## config.mk

```make
export PLATFORM = sky130hd
export DESIGN_NAME = dual_bank_xcvr
export DESIGN_NICKNAME = d
export VERILOG_FILES = /design/src/rtl/xcvr_pkg.sv /design/src/rtl/xcvr_lane.sv /design/src/rtl/xcvr_dir.sv /design/src/rtl/dual_bank_xcvr.sv
export SDC_FILE = /design/constraint.sdc
export NUM_CORES = 1
export LEC_CHECK = 0
export CELL_PAD_IN_SITES_DETAIL_PLACEMENT = 1
export CELL_PAD_IN_SITES_GLOBAL_PLACEMENT = 1
export CORE_MARGIN = 2
export CORE_UTILIZATION = 34
export CTS_CLUSTER_SIZE = 30
export DETAILED_ROUTE_END_ITERATION = 6
export PLACE_DENSITY = 0.94
export SETUP_SLACK_MARGIN = 0.1
export SYNTH_ARGS = -nofsm -noshare
export SYNTH_HDL_FRONTEND = slang
export SYNTH_SLANG_ARGS = --single-unit
```

## constraint.sdc

```tcl
create_clock -name clk -period 1.4 [get_ports clk]
set_input_delay 0.35 -clock clk [delete_from_list [all_inputs] [get_ports clk]]
set_output_delay 0.35 -clock clk [all_outputs]
set_load 0.05 [all_outputs]
```

## src/rtl/xcvr_pkg.sv

```systemverilog
package xcvr_pkg;
  // Storage mode of a single byte lane
  typedef enum logic {
    LANE_HOLD = 1'b0,
    LANE_OPEN = 1'b1
  } lane_mode_e;

  function automatic lane_mode_e lane_mode(input logic en_n, input logic hold_n);
    return (!en_n && !hold_n) ? LANE_OPEN : LANE_HOLD;
  endfunction
endpackage

```

## src/rtl/xcvr_lane.sv

```systemverilog
module xcvr_lane
  import xcvr_pkg::*;
#(
  parameter int LANE_W = 8
) (
  input  logic              clk,
  input  logic              rst_n,
  input  logic [LANE_W-1:0] d_in,
  input  logic              en_n,
  input  logic              hold_n,
  input  logic              drv_n,
  output logic [LANE_W-1:0] q_out,
  output logic              drive
);
  lane_mode_e        mode;
  logic [LANE_W-1:0] held;
  logic [LANE_W-1:0] view;

  assign mode = lane_mode(en_n, hold_n);

  always_ff @(posedge clk or negedge rst_n) begin
    if (!rst_n)                 held <= '0;
    else if (mode == LANE_OPEN) held <= d_in;
  end

  assign view  = (mode == LANE_OPEN) ? d_in : held;
  assign drive = !en_n && !drv_n;
  assign q_out = drive ? view : '0;

  AST_OPEN_LOADS: assert property (@(posedge clk) disable iff (!rst_n)
    (!en_n && !hold_n) |=> (held == $past(d_in)));
  AST_CLOSED_HOLDS: assert property (@(posedge clk) disable iff (!rst_n)
    (en_n || hold_n) |=> (held == $past(held)));
  AST_EN_GATES_DRIVE: assert property (@(posedge clk) disable iff (!rst_n)
    en_n |-> !drive);
  AST_IDLE_ZERO: assert property (@(posedge clk) disable iff (!rst_n)
    !drive |-> (q_out == '0));
  AST_PASS_THROUGH: assert property (@(posedge clk) disable iff (!rst_n)
    (!en_n && !hold_n && !drv_n) |-> (q_out == d_in));
  AST_HELD_SHOWN: assert property (@(posedge clk) disable iff (!rst_n)
    (!en_n && hold_n && !drv_n) |-> (q_out == held));
endmodule

```

## src/rtl/xcvr_dir.sv

```systemverilog
module xcvr_dir #(
  parameter int NUM_BYTES = 2,
  parameter int BYTE_W    = 8,
  localparam int DW       = NUM_BYTES * BYTE_W
) (
  input  logic                 clk,
  input  logic                 rst_n,
  input  logic [DW-1:0]        d_in,
  input  logic [NUM_BYTES-1:0] en_n,
  input  logic [NUM_BYTES-1:0] hold_n,
  input  logic [NUM_BYTES-1:0] drv_n,
  output logic [DW-1:0]        q_out,
  output logic [NUM_BYTES-1:0] drive
);
  // One independent lane per byte
  for (genvar k = 0; k < NUM_BYTES; k++) begin : g_lane
    xcvr_lane #(.LANE_W(BYTE_W)) u_lane (
      .clk    (clk),
      .rst_n  (rst_n),
      .d_in   (d_in[k*BYTE_W +: BYTE_W]),
      .en_n   (en_n[k]),
      .hold_n (hold_n[k]),
      .drv_n  (drv_n[k]),
      .q_out  (q_out[k*BYTE_W +: BYTE_W]),
      .drive  (drive[k])
    );
  end
endmodule

```

## src/rtl/dual_bank_xcvr.sv

```systemverilog
module dual_bank_xcvr #(
  parameter int NUM_BYTES = 2,
  parameter int BYTE_W    = 8,
  localparam int DW       = NUM_BYTES * BYTE_W
) (
  input  logic                 clk,
  input  logic                 rst_n,
  input  logic [DW-1:0]        a_in,
  input  logic [DW-1:0]        b_in,
  input  logic [NUM_BYTES-1:0] ab_en_n,
  input  logic [NUM_BYTES-1:0] ab_hold_n,
  input  logic [NUM_BYTES-1:0] ab_drv_n,
  input  logic [NUM_BYTES-1:0] ba_en_n,
  input  logic [NUM_BYTES-1:0] ba_hold_n,
  input  logic [NUM_BYTES-1:0] ba_drv_n,
  output logic [DW-1:0]        b_out,
  output logic [NUM_BYTES-1:0] b_drive,
  output logic [DW-1:0]        a_out,
  output logic [NUM_BYTES-1:0] a_drive
);
  // A-to-B bank
  xcvr_dir #(.NUM_BYTES(NUM_BYTES), .BYTE_W(BYTE_W)) u_ab (
    .clk    (clk),
    .rst_n  (rst_n),
    .d_in   (a_in),
    .en_n   (ab_en_n),
    .hold_n (ab_hold_n),
    .drv_n  (ab_drv_n),
    .q_out  (b_out),
    .drive  (b_drive)
  );

  // B-to-A bank, separate storage
  xcvr_dir #(.NUM_BYTES(NUM_BYTES), .BYTE_W(BYTE_W)) u_ba (
    .clk    (clk),
    .rst_n  (rst_n),
    .d_in   (b_in),
    .en_n   (ba_en_n),
    .hold_n (ba_hold_n),
    .drv_n  (ba_drv_n),
    .q_out  (a_out),
    .drive  (a_drive)
  );

  AST_BA_FLAG: assert property (@(posedge clk) disable iff (!rst_n)
    a_drive == (~ba_en_n & ~ba_drv_n));
  AST_AB_FLAG: assert property (@(posedge clk) disable iff (!rst_n)
    b_drive == (~ab_en_n & ~ab_drv_n));
endmodule

```

==> results of run 1 <==
## cells by family after synthesis
| family | Yosys count | share of synthesized area [%] |
|---|---|---|
| muxes | 64 | 37.5 |
| and+or+nand+nor | 40 | 12.4 |
| DFF | 32 | 44.1 |
| buffers and inverters | 16 | 6.06 |
## cell usage after synthesis
library cell / count / area (um^2)
nor2_1: 32 / 120
buf_6: 4 / 45.0
mux2_2: 32 / 360
dfrtp_1: 32 / 801
mux2i_1: 32 / 320
nor2_8: 4 / 80.1
buf_2: 4 / 20.0
inv_1: 4 / 15.0
buf_4: 4 / 30.0
or2_1: 4 / 25.0
## through the flow
stage               util (%)  TNS (ns)  setup slack (ns)  hold WS (ns)
detailed placement      65.4    -24.94            -0.547         0.402
global placement        65.4    -23.30            -0.494         0.402
floorplan                  -         0            0.0434        0.0544
==> metrics.txt, run 1 <==
# TYPE chip_impl_metric gauge
chip_impl_metric{name="ys_warn_count",unit=""} 0
chip_impl_metric{name="width_of_the_chip",unit="um"} 77.1
chip_impl_metric{name="place.port_buffers",unit=""} 81
chip_impl_metric{name="design.portCount",unit=""} 82
chip_impl_metric{name="synth.avg_cell_area",unit="um^2"} 12.0
chip_impl_metric{name="gp_routability_congestion",unit=""} 0.681
chip_impl_metric{name="numCtsBuffers",unit=""} 5
chip_impl_metric{name="floorplan.initialDensity",unit="%"} 35.3
chip_impl_metric{name="number_of_gates_resized_after_cts",unit=""} 172
chip_impl_metric{name="core.rowCount",unit=""} 26
chip_impl_info{name="failing_step",value="clock tree synthesis"} 1
chip_impl_metric{name="cts_setup_buffers",unit=""} 4
chip_impl_info{name="ctsRootBufferMaster",value="clkbuf_8"} 1
chip_impl_metric{name="seq_area_frac_synth",unit="%"} 44.1
chip_impl_metric{name="ys_ff_latch",unit=""} 32
chip_impl_metric{name="netlist-cell-type-count",unit=""} 10
chip_impl_metric{name="synthesis.nets",unit=""} 198
chip_impl_metric{name="chipHeight",unit="um"} 77.1
chip_impl_metric{name="cts.sink_count",unit=""} 32
chip_impl_metric{name="cts-root-to-sink-buffers",unit=""} 2
chip_impl_info{name="status",value="aborted with a tool error"} 1
chip_impl_metric{name="place_hpwl",unit="um"} 4220
chip_impl_metric{name="placed_cell_area",unit="um^2"} 3360
chip_impl_metric{name="postSynthCellCount",unit=""} 152
chip_impl_metric{name="h-tree-depth",unit=""} 2
chip_impl_info{name="stop_error",value="[ERROR DPL-0033] detailed placement checks failed during check placement."} 1
chip_impl_metric{name="synthesis.area",unit="um^2"} 1820
chip_impl_metric{name="cts_hold_repair.buffers",unit=""} 0
chip_impl_metric{name="placed_cells_incl_taps",unit=""} 304
==> run 2, diff against run 1 <==
==> config.mk (replaced) <==
export PLATFORM = sky130hd
export DESIGN_NAME = dual_bank_xcvr
export DESIGN_NICKNAME = d
export VERILOG_FILES = /design/src/rtl/xcvr_pkg.sv /design/src/rtl/xcvr_lane.sv /design/src/rtl/xcvr_dir.sv /design/src/rtl/dual_bank_xcvr.sv
export SDC_FILE = /design/constraint.sdc
export NUM_CORES = 1
export LEC_CHECK = 0
export CORE_MARGIN = 2
export CORE_UTILIZATION = 35
export DETAILED_ROUTE_END_ITERATION = 6
export PLACE_DENSITY_LB_ADDON = 0.15
export SYNTH_ARGS = -nofsm -noshare
export SYNTH_HDL_FRONTEND = slang
export SYNTH_SLANG_ARGS = --single-unit
==> run 2 against run 1 <==
  * The flow now finishes, with violations (negative setup slack)
  * Synthesized cell count unchanged
  * Area after synthesis unchanged
==> metrics.txt, run 2 <==
# TYPE chip_impl_metric gauge
chip_impl_info{name="layout.cells.most_common",value="buf_12"} 1
chip_impl_metric{name="endpoints_failing_hold",unit=""} 0
chip_impl_metric{name="nFillCells",unit=""} 268
chip_impl_metric{name="floorplan.initialDensity",unit="%"} 36.0
chip_impl_metric{name="drv.max_cap_violation_count",unit=""} 0
chip_impl_metric{name="postSynthCellCount",unit=""} 152
chip_impl_metric{name="critPathArrivalTime",unit="ns"} 1.10
chip_impl_metric{name="post_route_cells_drive_above_1_share",unit="%"} 73.9
chip_impl_info{name="yosys_most_used_dff",value="dfrtp_1"} 1
chip_impl_metric{name="design.portCount",unit=""} 82
chip_impl_info{name="launch_point_of_the_critical_path",value="u_ab.g_lane[0].u_lane.held[6]"} 1
chip_impl_info{name="synth.top_cells.by_count",value="32 x dfrtp_1, 32 x mux2_2, 32 x mux2i_1, 32 x nor2_1"} 1
chip_impl_metric{name="synthesis.nets",unit=""} 198
chip_impl_metric{name="detail-route-antenna-nets",unit=""} 0
chip_impl_metric{name="route.detailed.vias_per_inst",unit=""} 4.67
chip_impl_metric{name="cts-root-to-sink-buffers",unit=""} 2
chip_impl_info{name="layout.cells.most_common_list",value="41 x buf_12, 32 x mux2_2, 32 x nor2_4, 32 x dlygate4sd2_1, 32 x dfrtp_1"} 1
chip_impl_metric{name="width_of_the_chip",unit="um"} 76.0
chip_impl_info{name="yosys.area.top_type",value="dfrtp_1"} 1
chip_impl_metric{name="post_synth_edffs",unit=""} 0
chip_impl_metric{name="initial_antenna_violation_count",unit=""} 0
chip_impl_metric{name="seq_area_frac_synth",unit="%"} 44.1
chip_impl_metric{name="fp.coreArea",unit="um^2"} 5040
chip_impl_metric{name="drt-wirelength-per-cell",unit="um"} 16.7
chip_impl_metric{name="worst-endpoint-required",unit="ns"} 1.05
chip_impl_metric{name="synth_async_sr_flop_share",unit="%"} 100
chip_impl_metric{name="power.density",unit="nW/um^2"} 902
chip_impl_metric{name="grt_start_max_net_pins",unit=""} 33
chip_impl_info{name="synth_area_leaders",value="dfrtp_1 44%, mux2_2 20%, mux2i_1 18%"} 1
chip_impl_metric{name="slew_headroom",unit="%"} 85.0
chip_impl_metric{name="place_hpwl",unit="um"} 3590
chip_impl_metric{name="post-layout-total-power",unit="mW"} 3.62
chip_impl_info{name="failed_checks",value="negative setup slack"} 1
chip_impl_metric{name="fin_nets",unit=""} 302
chip_impl_metric{name="place.port_buffers",unit=""} 81
chip_impl_metric{name="r2r.worst_path.cells",unit=""} 3
chip_impl_metric{name="final.setup.worst_slack",unit="ns"} -0.0479
chip_impl_metric{name="grt.total_usage",unit="%"} 20.8
chip_impl_metric{name="netlist-cell-type-count",unit=""} 10
chip_impl_metric{name="power.static_leakage",unit="nW"} 1.59
chip_impl_metric{name="ys_warn_count",unit=""} 0
chip_impl_metric{name="worst-slew-pin-transition",unit="ns"} 0.221
chip_impl_metric{name="chipHeight",unit="um"} 76.0
chip_impl_metric{name="numCtsBuffers",unit=""} 5
chip_impl_metric{name="number_of_detailed_route_iterations_in_the_first_pass",unit=""} 4
chip_impl_metric{name="synth_top_area_share",unit="%"} 44.1
chip_impl_metric{name="tns",unit="ns"} -0.610
chip_impl_info{name="grt_setup_unrepaired",value="true"} 1
chip_impl_metric{name="cts.sink_count",unit=""} 32
chip_impl_metric{name="power.ir.vdd_worst",unit="uV"} 645
chip_impl_metric{name="maxSlewViolCount",unit=""} 0
chip_impl_metric{name="grt_pass1_wl",unit="um"} 9330
chip_impl_metric{name="totalWireLength",unit="um"} 5460
chip_impl_info{name="tritoncts_clock_tree",value="built"} 1
chip_impl_metric{name="path_clk_slew",unit="ns"} 0.07
chip_impl_metric{name="h-tree-depth",unit=""} 2
chip_impl_metric{name="holdWs",unit="ns"} 0.436
chip_impl_info{name="setup.worst_path.class",value="register to primary output"} 1
chip_impl_metric{name="clock_skews",unit="ns"} 0
chip_impl_metric{name="drtIter0Drc",unit=""} 53
chip_impl_metric{name="gp_routability_congestion",unit=""} 0.739
chip_impl_metric{name="clock.fmax",unit="GHz"} 0.691
chip_impl_info{name="regs_by_ff_count",value="u_ab.g_lane.u_lane.held (16), u_ba.g_lane.u_lane.held (16)"} 1
chip_impl_metric{name="period_share",unit="%"} 103
chip_impl_metric{name="synth.avg_cell_area",unit="um^2"} 12.0
chip_impl_info{name="startpoint_type",value="register"} 1
chip_impl_metric{name="cts_hold_repair.buffers",unit=""} 0
chip_impl_metric{name="ys_ff_latch",unit=""} 32
chip_impl_metric{name="fin_crit",unit="ns"} 1.45
chip_impl_metric{name="clock_latency",unit="ns"} 0.28
chip_impl_metric{name="die_area",unit="um^2"} 5780
chip_impl_metric{name="setup_violations",unit=""} 32
chip_impl_metric{name="ff2ff_setup_slack",unit="ns"} 0.34
chip_impl_info{name="worstReg2RegStart",value="u_ba.g_lane[0].u_lane.held[6]"} 1
chip_impl_metric{name="antenna_cells_inserted",unit=""} 0
chip_impl_metric{name="overflow",unit=""} 0
chip_impl_metric{name="num_vias",unit=""} 1527
chip_impl_info{name="status",value="finished, violations left"} 1
chip_impl_info{name="timing.hold.worst.class",value="primary input to async pin"} 1
chip_impl_metric{name="first_global_vias",unit=""} 1810
chip_impl_metric{name="core.rowCount",unit=""} 26
chip_impl_metric{name="worst_setup_slack_after_placement",unit="ns"} -0.545
chip_impl_metric{name="area.growth.synth_to_final",unit="%"} 121
chip_impl_info{name="critPathCaptureType",value="primary output"} 1
chip_impl_metric{name="drc_errors_left",unit=""} 0
chip_impl_metric{name="synthesis.area",unit="um^2"} 1820
chip_impl_info{name="worstReg2RegEnd",value="u_ba.g_lane[0].u_lane.held[6]"} 1
chip_impl_metric{name="critical_path_peak_fanout",unit=""} 2
chip_impl_info{name="ctsRootBufferMaster",value="clkbuf_8"} 1
chip_impl_metric{name="fin_util",unit="%"} 79.6
[run 2: per-stage QoR]
step                      cell area (um^2)  cells
final                                 4020    327
after global routing                  4020    327
after CTS                             3970    322
after detailed placement              3190    302
after global placement                3190    302
after floorplan                       1900    152
[run 2: report_power, final]
| part | switching (mW) | internal [mW] |
|---|---|---|
| Sequential | 0.140 | 1.06 |
| Combinational | 0.652 | 0.773 |
| Clock | 0.364 | 0.628 |
| Total | 1.16 | 2.46 |
[run 2: worst max-delay path, cell delays in order (launching register included)]
cell and delay (ns):
dfrtp_1 0.40, mux2i_2 0.22, nor2_4 0.06, buf_12 0.14
[run 2: routing by layer]
layer	track usage [%]	routed length (um)
met5	0	0
met4	4.91	15
met3	5.33	228
met2	40.4	3260
met1	22.4	1950
[run 2: logic make-up (layout without fill, tap and decap cells)]
logic type	count (synthesis)	in the layout	share of synthesized area, %
mux	64	64	37.5
flops	32	32	44.1
simple gates	40	44	12.4
buf+inv	16	117	6.06
[run 2: how the worst max path moves through the flow]
stage | to | depth (start not counted) | slack, ns
floorplan | a_out[0] | 3 | -0.14
global placement | a_out[9] | 4 | -0.49
detailed placement | b_out[5] | 4 | -0.55
CTS | b_out[6] | 3 | -0.08
global route | b_out[6] | 3 | -0.09
finish | b_out[6] | 3 | -0.05
[run 2: area by class of cell]
| cell class | instances | area [um^2] | area share (%) |
|---|---|---|---|
| timing repair buffer | 105 | 1400 | 34.9 |
| clock inverter | 1 | 30.0 | 0.748 |
| tap | 70 | 87.6 | 2.18 |
| inverter | 4 | 15.0 | 0.374 |
| sequential | 32 | 801 | 19.9 |
| multi-input combinational | 108 | 1580 | 39.4 |
| clock buffer | 7 | 96.3 | 2.40 |
[run 2: timing repair]
action / in CTS / in global routing
setup endpoints to repair: 44 / 32
resized for setup: 199 / 1
buffers inserted: 5 / 5
pin swaps: 36 / 28
gates cloned: 7 / 0
Power figures use the tool's default switching activity.
==> run 3, diff against run 2 <==
--- a/config.mk
+++ b/config.mk
@@ -8,6 +8,7 @@
 export CORE_MARGIN = 2
 export CORE_UTILIZATION = 35
 export DETAILED_ROUTE_END_ITERATION = 6
+export HOLD_SLACK_MARGIN = 0.15
 export PLACE_DENSITY_LB_ADDON = 0.15
 export SYNTH_ARGS = -nofsm -noshare
 export SYNTH_HDL_FRONTEND = slang
==> results of run 3 <==
The final DEF is identical to that of run 2; final timing and power are the same.
